### src/rtl/sad_tree_pkg.sv
package sad_tree_pkg;
  localparam int PIX_W_DEF = 8;
  localparam int GRID      = 4;
  localparam int BLK_N     = GRID * GRID;
  localparam int LANES     = 16;
  localparam int IDX_W     = $clog2(BLK_N);
endpackage

### src/rtl/sad_absdiff_lane.sv
module sad_absdiff_lane #(
  parameter int PIX_W = 8
) (
  input  logic [PIX_W-1:0] a_i,
  input  logic [PIX_W-1:0] b_i,
  output logic [PIX_W-1:0] d_o
);
  logic [PIX_W:0] a_minus_b;
  logic [PIX_W:0] b_minus_a;

  always_comb begin
    a_minus_b = {1'b0, a_i} - {1'b0, b_i};
    b_minus_a = {1'b0, b_i} - {1'b0, a_i};
    // borrow out of a-b selects the other subtraction
    d_o = a_minus_b[PIX_W] ? b_minus_a[PIX_W-1:0] : a_minus_b[PIX_W-1:0];
  end
endmodule

### src/rtl/sad_tile_sum.sv
module sad_tile_sum
  import sad_tree_pkg::*;
#(
  parameter int PIX_W = 8,
  localparam int SUM_W = PIX_W + $clog2(LANES)
) (
  input  logic [LANES*PIX_W-1:0] cur_i,
  input  logic [LANES*PIX_W-1:0] ref_i,
  output logic [SUM_W-1:0]       sad_o
);
  logic [LANES*PIX_W-1:0] diffs;

  for (genvar k = 0; k < LANES; k++) begin : g_lane
    sad_absdiff_lane #(.PIX_W(PIX_W)) i_lane (
      .a_i(cur_i[k*PIX_W +: PIX_W]),
      .b_i(ref_i[k*PIX_W +: PIX_W]),
      .d_o(diffs[k*PIX_W +: PIX_W])
    );
  end

  function automatic logic [SUM_W-1:0] sum_lanes(input logic [LANES*PIX_W-1:0] v);
    logic [SUM_W-1:0] acc;
    acc = '0;
    for (int k = 0; k < LANES; k++) acc = acc + SUM_W'(v[k*PIX_W +: PIX_W]);
    return acc;
  endfunction

  assign sad_o = sum_lanes(diffs);
endmodule

### src/rtl/sad_base_bank.sv
module sad_base_bank
  import sad_tree_pkg::*;
#(
  parameter int SAD_W = 12
) (
  input  logic                   clk,
  input  logic                   rst_n,
  input  logic                   wr_en_i,
  input  logic [IDX_W-1:0]       wr_idx_i,
  input  logic [SAD_W-1:0]       wr_sad_i,
  output logic [BLK_N*SAD_W-1:0] base_o,
  output logic                   mb_start_o,
  output logic                   done_o
);
  logic [SAD_W-1:0] base_q [BLK_N];
  logic [BLK_N-1:0] seen_q;
  logic [BLK_N-1:0] seen_nx;
  logic [BLK_N-1:0] wr_sel;

  always_comb begin
    wr_sel     = BLK_N'(1) << wr_idx_i;
    mb_start_o = wr_en_i && (&seen_q);
    seen_nx    = ((&seen_q) ? '0 : seen_q) | wr_sel;
  end

  always_ff @(posedge clk or negedge rst_n) begin
    if (!rst_n) begin
      for (int i = 0; i < BLK_N; i++) base_q[i] <= '0;
      seen_q <= '0;
      done_o <= 1'b0;
    end else begin
      done_o <= 1'b0;
      if (wr_en_i) begin
        for (int i = 0; i < BLK_N; i++)
          if (wr_sel[i]) base_q[i] <= wr_sad_i;
        seen_q <= seen_nx;
        done_o <= &seen_nx;
      end
    end
  end

  for (genvar i = 0; i < BLK_N; i++) begin : g_out
    assign base_o[i*SAD_W +: SAD_W] = base_q[i];
  end
endmodule

### src/rtl/sad_partition_tree.sv
module sad_partition_tree
  import sad_tree_pkg::*;
#(
  parameter int S4_W = 12,
  localparam int S2_W = S4_W + 1,
  localparam int S8_W = S4_W + 2,
  localparam int SH_W = S4_W + 3,
  localparam int SF_W = S4_W + 4
) (
  input  logic [BLK_N*S4_W-1:0] base_i,
  output logic [8*S2_W-1:0]     hpair_o,
  output logic [8*S2_W-1:0]     vpair_o,
  output logic [4*S8_W-1:0]     quad_o,
  output logic [2*SH_W-1:0]     tall_o,
  output logic [2*SH_W-1:0]     wide_o,
  output logic [SF_W-1:0]       full_o
);
  function automatic logic [S2_W-1:0] add_s4(input logic [S4_W-1:0] a, input logic [S4_W-1:0] b);
    return S2_W'(a) + S2_W'(b);
  endfunction
  function automatic logic [S8_W-1:0] add_s2(input logic [S2_W-1:0] a, input logic [S2_W-1:0] b);
    return S8_W'(a) + S8_W'(b);
  endfunction
  function automatic logic [SH_W-1:0] add_s8(input logic [S8_W-1:0] a, input logic [S8_W-1:0] b);
    return SH_W'(a) + SH_W'(b);
  endfunction
  function automatic logic [SF_W-1:0] add_sh(input logic [SH_W-1:0] a, input logic [SH_W-1:0] b);
    return SF_W'(a) + SF_W'(b);
  endfunction

  logic [S4_W-1:0] b [BLK_N];
  logic [S2_W-1:0] hp [8];
  logic [S8_W-1:0] qd [4];
  logic [SH_W-1:0] wd [2];

  for (genvar i = 0; i < BLK_N; i++) begin : g_unpack
    assign b[i] = base_i[i*S4_W +: S4_W];
  end

  for (genvar j = 0; j < 8; j++) begin : g_pairs
    localparam int R = j / GRID;
    localparam int C = j % GRID;
    localparam int TOP = 2 * GRID * R + C;
    assign hp[j] = add_s4(b[2*j], b[2*j+1]);
    assign hpair_o[j*S2_W +: S2_W] = hp[j];
    assign vpair_o[j*S2_W +: S2_W] = add_s4(b[TOP], b[TOP+GRID]);
  end

  // a quadrant is two stacked horizontal pairs
  for (genvar q = 0; q < 4; q++) begin : g_quad
    localparam int HJ = 4 * (q / 2) + (q % 2);
    assign qd[q] = add_s2(hp[HJ], hp[HJ+2]);
    assign quad_o[q*S8_W +: S8_W] = qd[q];
  end

  for (genvar k = 0; k < 2; k++) begin : g_half
    assign tall_o[k*SH_W +: SH_W] = add_s8(qd[k], qd[k+2]);
    assign wd[k] = add_s8(qd[2*k], qd[2*k+1]);
    assign wide_o[k*SH_W +: SH_W] = wd[k];
  end

  assign full_o = add_sh(wd[0], wd[1]);
endmodule

### src/rtl/sad_tree_vbs.sv
module sad_tree_vbs
  import sad_tree_pkg::*;
#(
  parameter int PIX_W = PIX_W_DEF,
  localparam int S4_W = PIX_W + $clog2(LANES),
  localparam int S2_W = S4_W + 1,
  localparam int S8_W = S4_W + 2,
  localparam int SH_W = S4_W + 3,
  localparam int SF_W = S4_W + 4
) (
  input  logic                   clk,
  input  logic                   rst_n,
  input  logic                   valid_i,
  input  logic [IDX_W-1:0]       blk_i,
  input  logic [LANES*PIX_W-1:0] cur_i,
  input  logic [LANES*PIX_W-1:0] ref_i,
  output logic [BLK_N*S4_W-1:0]  sad4x4_o,
  output logic [8*S2_W-1:0]      sad8x4_o,
  output logic [8*S2_W-1:0]      sad4x8_o,
  output logic [4*S8_W-1:0]      sad8x8_o,
  output logic [2*SH_W-1:0]      sad8x16_o,
  output logic [2*SH_W-1:0]      sad16x8_o,
  output logic [SF_W-1:0]        sad16_o,
  output logic                   done_o
);
  logic [S4_W-1:0] tile_sad;
  logic            mb_start;

  sad_tile_sum #(.PIX_W(PIX_W)) i_sum (
    .cur_i(cur_i),
    .ref_i(ref_i),
    .sad_o(tile_sad)
  );

  sad_base_bank #(.SAD_W(S4_W)) i_bank (
    .clk       (clk),
    .rst_n     (rst_n),
    .wr_en_i   (valid_i),
    .wr_idx_i  (blk_i),
    .wr_sad_i  (tile_sad),
    .base_o    (sad4x4_o),
    .mb_start_o(mb_start),
    .done_o    (done_o)
  );

  sad_partition_tree #(.S4_W(S4_W)) i_tree (
    .base_i (sad4x4_o),
    .hpair_o(sad8x4_o),
    .vpair_o(sad4x8_o),
    .quad_o (sad8x8_o),
    .tall_o (sad8x16_o),
    .wide_o (sad16x8_o),
    .full_o (sad16_o)
  );
endmodule

### config.mk
export PLATFORM = sky130hd
export DESIGN_NAME = sad_tree_vbs
export DESIGN_NICKNAME = d
export VERILOG_FILES = /design/src/rtl/sad_tree_pkg.sv /design/src/rtl/sad_absdiff_lane.sv /design/src/rtl/sad_tile_sum.sv /design/src/rtl/sad_base_bank.sv /design/src/rtl/sad_partition_tree.sv /design/src/rtl/sad_tree_vbs.sv
export SDC_FILE = /design/constraint.sdc
export NUM_CORES = 2
export LEC_CHECK = 0
export BUFFER_PORTS_ARGS = -buffer_cell sky130_fd_sc_hd__buf_2
export CORE_AREA = 3 3 308 310
export CTS_CLUSTER_DIAMETER = 40
export CTS_CLUSTER_SIZE = 20
export DETAILED_ROUTE_END_ITERATION = 12
export DIE_AREA = 0 0 311 313
export SETUP_SLACK_MARGIN = 0.02
export SYNTH_ARGS = -nofsm -noshare
export SYNTH_HDL_FRONTEND = slang
export SYNTH_HIERARCHICAL = 1
export SYNTH_SLANG_ARGS = --single-unit
### constraint.sdc
create_clock -name clk -period 17.3 [get_ports clk]
set_clock_uncertainty 0.2 [all_clocks]
set_input_delay 0.865 -clock clk [delete_from_list [all_inputs] [get_ports clk]]
set_output_delay 0.865 -clock clk [all_outputs]
set_load 0.005 [all_outputs]
# [Word-level counts from Yosys, hierarchy flattened]
# Cells that the tools add are included.
[word_totals] wordCells=128 register_bits=209
[classes] addsub=72 n_shift=1 n_reduce_logical=18 n_bitwise=1 n_mux=18
[ops] op="12-bit by 12-bit adder with 13-bit output" count=16
[ops] op="12-bit by 8-bit adder with 12-bit output" count=14
[ops] op="8-bit by 8-bit subtractor with 9-bit output" count=16
[ops] op="8-bit two-way mux" count=16
[ops] op="8-bit subtractor" count=16
[ops] op="14-bit by 14-bit adder with 15-bit output" count=4
[ops] op="13-bit by 13-bit adder with 14-bit output" count=4
[ops] op="16-bit AND reduction" count=2
[ops] op="2-bit AND reduction" count=16
[ops] op="15-bit by 15-bit adder with 16-bit output" count=1
[ops] op="16-bit two-way mux" count=1
[ops] op="16-bit OR" count=1
[ops] op="1-bit by 4-bit left shift with 16-bit output (first input constant)" count=1
[ops] op="8-bit by 8-bit adder with 9-bit output" count=1
[ops] op="1-bit two-way mux" count=1

# [Longest topological paths before layout]
[depth] depth_word=17 mapped_depth=32 depth_no_buf=32

# [Hierarchy]
# The synthesis kept the hierarchy.
[modules_own_cells] mod="sad_partition_tree" cells_per_inst=1636 instances=1 area_each_um2=12488.2
[modules_own_cells] mod="sad_absdiff_lane" cells_per_inst=85 instances=16 area_each_um2=655.6
[modules_own_cells] mod="sad_base_bank" cells_per_inst=516 instances=1 area_each_um2=8151.6
[modules_own_cells] mod="sad_tile_sum" cells_per_inst=348 instances=1 area_each_um2=3364.5

# [Worst setup path before layout]
# No wires, ideal clock.
[synth_path] path_type="in2reg" startpoint="input cur_i[101]" endpoint="register i_bank.base_q, in the netlist i_bank/base_o[35]" required_ns=17.035 t_arrival_ns=7.294 slack_ns=9.741 setup_ns=0.065 cell_stages=25 cell_sequence="inv_1 -> ha_1 -> a21o_2 -> a31oi_4 -> a21boi_4 -> mux2i_1 -> xor2_1 -> inv_1 -> fa_1 -> fa_1 -> inv_1 -> fa_1 -> fa_1 -> fa_1 -> inv_1 -> fa_1 -> inv_1 -> ha_1 -> and3_4 -> a2111oi_4 -> o21ai_1 -> a21oi_1 -> xnor2_1 -> clkbuf_1 -> mux2_2"
[synth_between] elab_chain_len=6 word_cells_on_any_way=7 cone_classes="add/sub: 6; mux: 1"
[synth_rtl] item="start: declaration" line="sad_tree_vbs.sv:15" source="input logic [LANES*PIX_W-1:0] cur_i,"
[synth_rtl] item="8-bit by 8-bit subtractor with 9-bit output or 8-bit subtractor (tied branches)" line="sad_absdiff_lane.sv:12, sad_absdiff_lane.sv:13"
[synth_rtl] item="8-bit two-way mux *" line="sad_absdiff_lane.sv:15" source="d_o = a_minus_b[PIX_W] ? b_minus_a[PIX_W-1:0] : a_minus_b[PIX_W-1:0];"
[synth_rtl] item="via i_sum.diffs[101]" line="sad_tile_sum.sv:11" source="logic [LANES*PIX_W-1:0] diffs;"
[synth_rtl] item="12-bit by 8-bit adder with 12-bit output * (4 in a row)" line="sad_tile_sum.sv:24" source="for (int k = 0; k < LANES; k++) acc = acc + SUM_W'(v[k*PIX_W +: PIX_W]);"
[synth_rtl] item="via tile_sad[11]" line="sad_tree_vbs.sv:26" source="logic [S4_W-1:0] tile_sad;"
[synth_rtl] item="end signal: indexed assignment" line="sad_base_bank.sv:35" source="if (wr_sel[i]) base_q[i] <= wr_sad_i;"
[synth_rtl] item="end: declaration" line="sad_base_bank.sv:15" source="logic [SAD_W-1:0] base_q [BLK_N];"
# The timed path passes the listed nets; every way through them passes the cells marked *.
# A chain may end at the register's enable or synchronous reset.

# [Final worst setup path]
[layout_path] startpoint="register i_bank.base_q, in the netlist i_bank/base_o[108]" endpoint="output sad16_o[15]"
[layout_between] elab_chain_len=4
[layout_rtl] item="12-bit by 12-bit adder with 13-bit output" line="sad_partition_tree.sv:19" source="return S2_W'(a) + S2_W'(b);"
[layout_rtl] item="13-bit by 13-bit adder with 14-bit output" line="sad_partition_tree.sv:22" source="return S8_W'(a) + S8_W'(b);"
[layout_rtl] item="14-bit by 14-bit adder with 15-bit output" line="sad_partition_tree.sv:25" source="return SH_W'(a) + SH_W'(b);"
[layout_rtl] item="15-bit by 15-bit adder with 16-bit output" line="sad_partition_tree.sv:28" source="return SF_W'(a) + SF_W'(b);"
[layout_rtl] item="end: declaration" line="sad_tree_vbs.sv:23" source="output logic [SF_W-1:0] sad16_o,"
# Every way passes these cells.

==> qor.yml <==
status: "finished, final reports clean"
first_global_vias: 31100
tightest_slew_ns: 1.31
numPortBuffers: 795
insertion_delay_ns: 0.55
die_area_um2: 97300
grt_pass1_wl_um: 199000
drc: 0
num_vias: 31300
initial_core_util_pct: 37.5
worst_path_max_delay_cell: "dfrtp_1"
cts_root_buf: "clkbuf_16"
syn_nets: 4891
drive_above_1_share_pct: 25.8
hold_violations: 0
cts_buffers: 39
ff_latch_area_um2: 5230
critPathMaxStageDelay_ns: 0.44
cts_tree: "done"
cts-resized-gates: 0
worstPathArrival_ns: 7.59
nFillCells: 9203
cts_setup_buffers: 0
dp_hpwl_um: 117000
finalNetCount: 5716
netlist_instances: 3859
htreeDepth: 2
fin_crit_ns: 8.66
antenna_left: 0
clk_path_buf_depth: 3
clk_pin_slew_worst_paths_ns: 0.05
required_ns: 16.23
relSlewSlack_pct: 12.3
area_growth_pct: 20.4
cts.sinks: 209
drt-pass1-iter-count: 7
fmax_ghz: 0.116
hp-class: "in -> async"
grt_overflow_total: 0
ff2ff_setup_slack_ns: 15.29
rsz0062_at_grt: "false"
critPathCaptureType: "primary output"
drtIter0Drc: 2012
grt_usage_pct: 26.9
period_share_pct: 50.0
synthesis.area_um2: 34500
multi_input_area_um2: 26700
final_cell_mix: "buf_2 (794), inv_1 (635), ha_1 (604), a21oi_1 (337), dfrtp_1 (209)"
criticalPathCategory: "reg -> out"
crit_path_max_fanout: 5
wire_per_inst_um: 22.7
cts_hold_buf: 0
io_pins: 796
startpoint_type: "flop"
via_per_inst: 5.25
grt_start_max_net_pins: 93
setup-tns-final_ns: 0
ys.warnings.count: 6
core_um2: 91900
wl_um: 135000
antenna_found_initial: 18
gp_congestion: 0.991
fp.dieW_um: 311
fp.dieH_um: 313
final_common_cell: "buf_2"
rows: 111
setup_viol: 0
avgSynthCellArea_um2: 8.94
slew_violations: 0
cap_violations: 0
-- metal layers --
layer  up-vias  part of all wire [%]  track usage [%]  routed length (um)
li1      14800                     -                -                   -
met1     15300                    43             34.2               57900
met2      1066                    48             47.0               65600
met3       182                   5.6             4.07                7600
met4         2                   3.1             8.46                4250
met5         -                0.0089                0                  12
-- path summary, 6_finish.rpt --
path                                    startpoint                  to  cells past startpoint
min in group clk                 i_bank/seen_q[12]   i_bank/seen_q[12]                      1
worst max register to register   i_bank/seen_q[15]    i_bank/seen_q[8]                      4
max in group asynchronous                    rst_n  i_bank/base_o[145]                      2
worst max-delay path            i_bank/base_o[108]         sad16_o[15]                     28
worst min-delay path                         rst_n   i_bank/base_o[93]                      1
worst min register to register   i_bank/seen_q[12]   i_bank/seen_q[12]                      1
-- cell type report --
type / instances / share of cell area [%]
diodes: 13 / 0.0783
clock buffers: 43 / 2.43
clock inverters: 28 / 0.958
inverters: 635 / 5.74
multi-input cells: 2978 / 64.4
flip-flops and latches: 209 / 12.6
well taps: 1243 / 3.74
repair buffers: 821 / 10.1
-- sequential cells by signal (all words and copies together) (netlist names) --
| name | flops |
|---|---|
| i_bank/done_o | 1 |
| i_bank/seen_q | 16 |
| i_bank/base_o | 192 |
-- worst max-delay path: cells and delay by family, from the launching register on --
family / cells / cell delay [ns]
flip-flops: 1 / 0.44
AND/OR/NAND/NOR: 6 / 1.69
AO/OA/AOI/OAI: 11 / 2.17
buffers and inverters: 4 / 0.63
XOR/XNOR: 2 / 0.45
adder cells (fa/ha/maj): 5 / 1.67
-- through the flow --
stage / util, % / worst slack, ns / instances / instance area (um2) / hold slack (ns)
2_1_floorplan: - / 9.74 / 3859 / 34500 / 0.265
3_3_place_gp: 43.6 / 8.74 / 5886 / 40100 / 0.297
3_5_place_dp: 43.6 / 8.71 / 5886 / 40100 / 0.300
4_1_cts: 45.1 / 8.70 / 5957 / 41500 / 0.204
5_1_grt: 45.2 / 8.19 / 5964 / 41500 / 0.241
6_report: 45.2 / 8.64 / 5970 / 41500 / 0.188
Power is left out: the tool's default activity adds up to more than one toggle a clock period on the data nets, which glitch-free logic cannot reach.
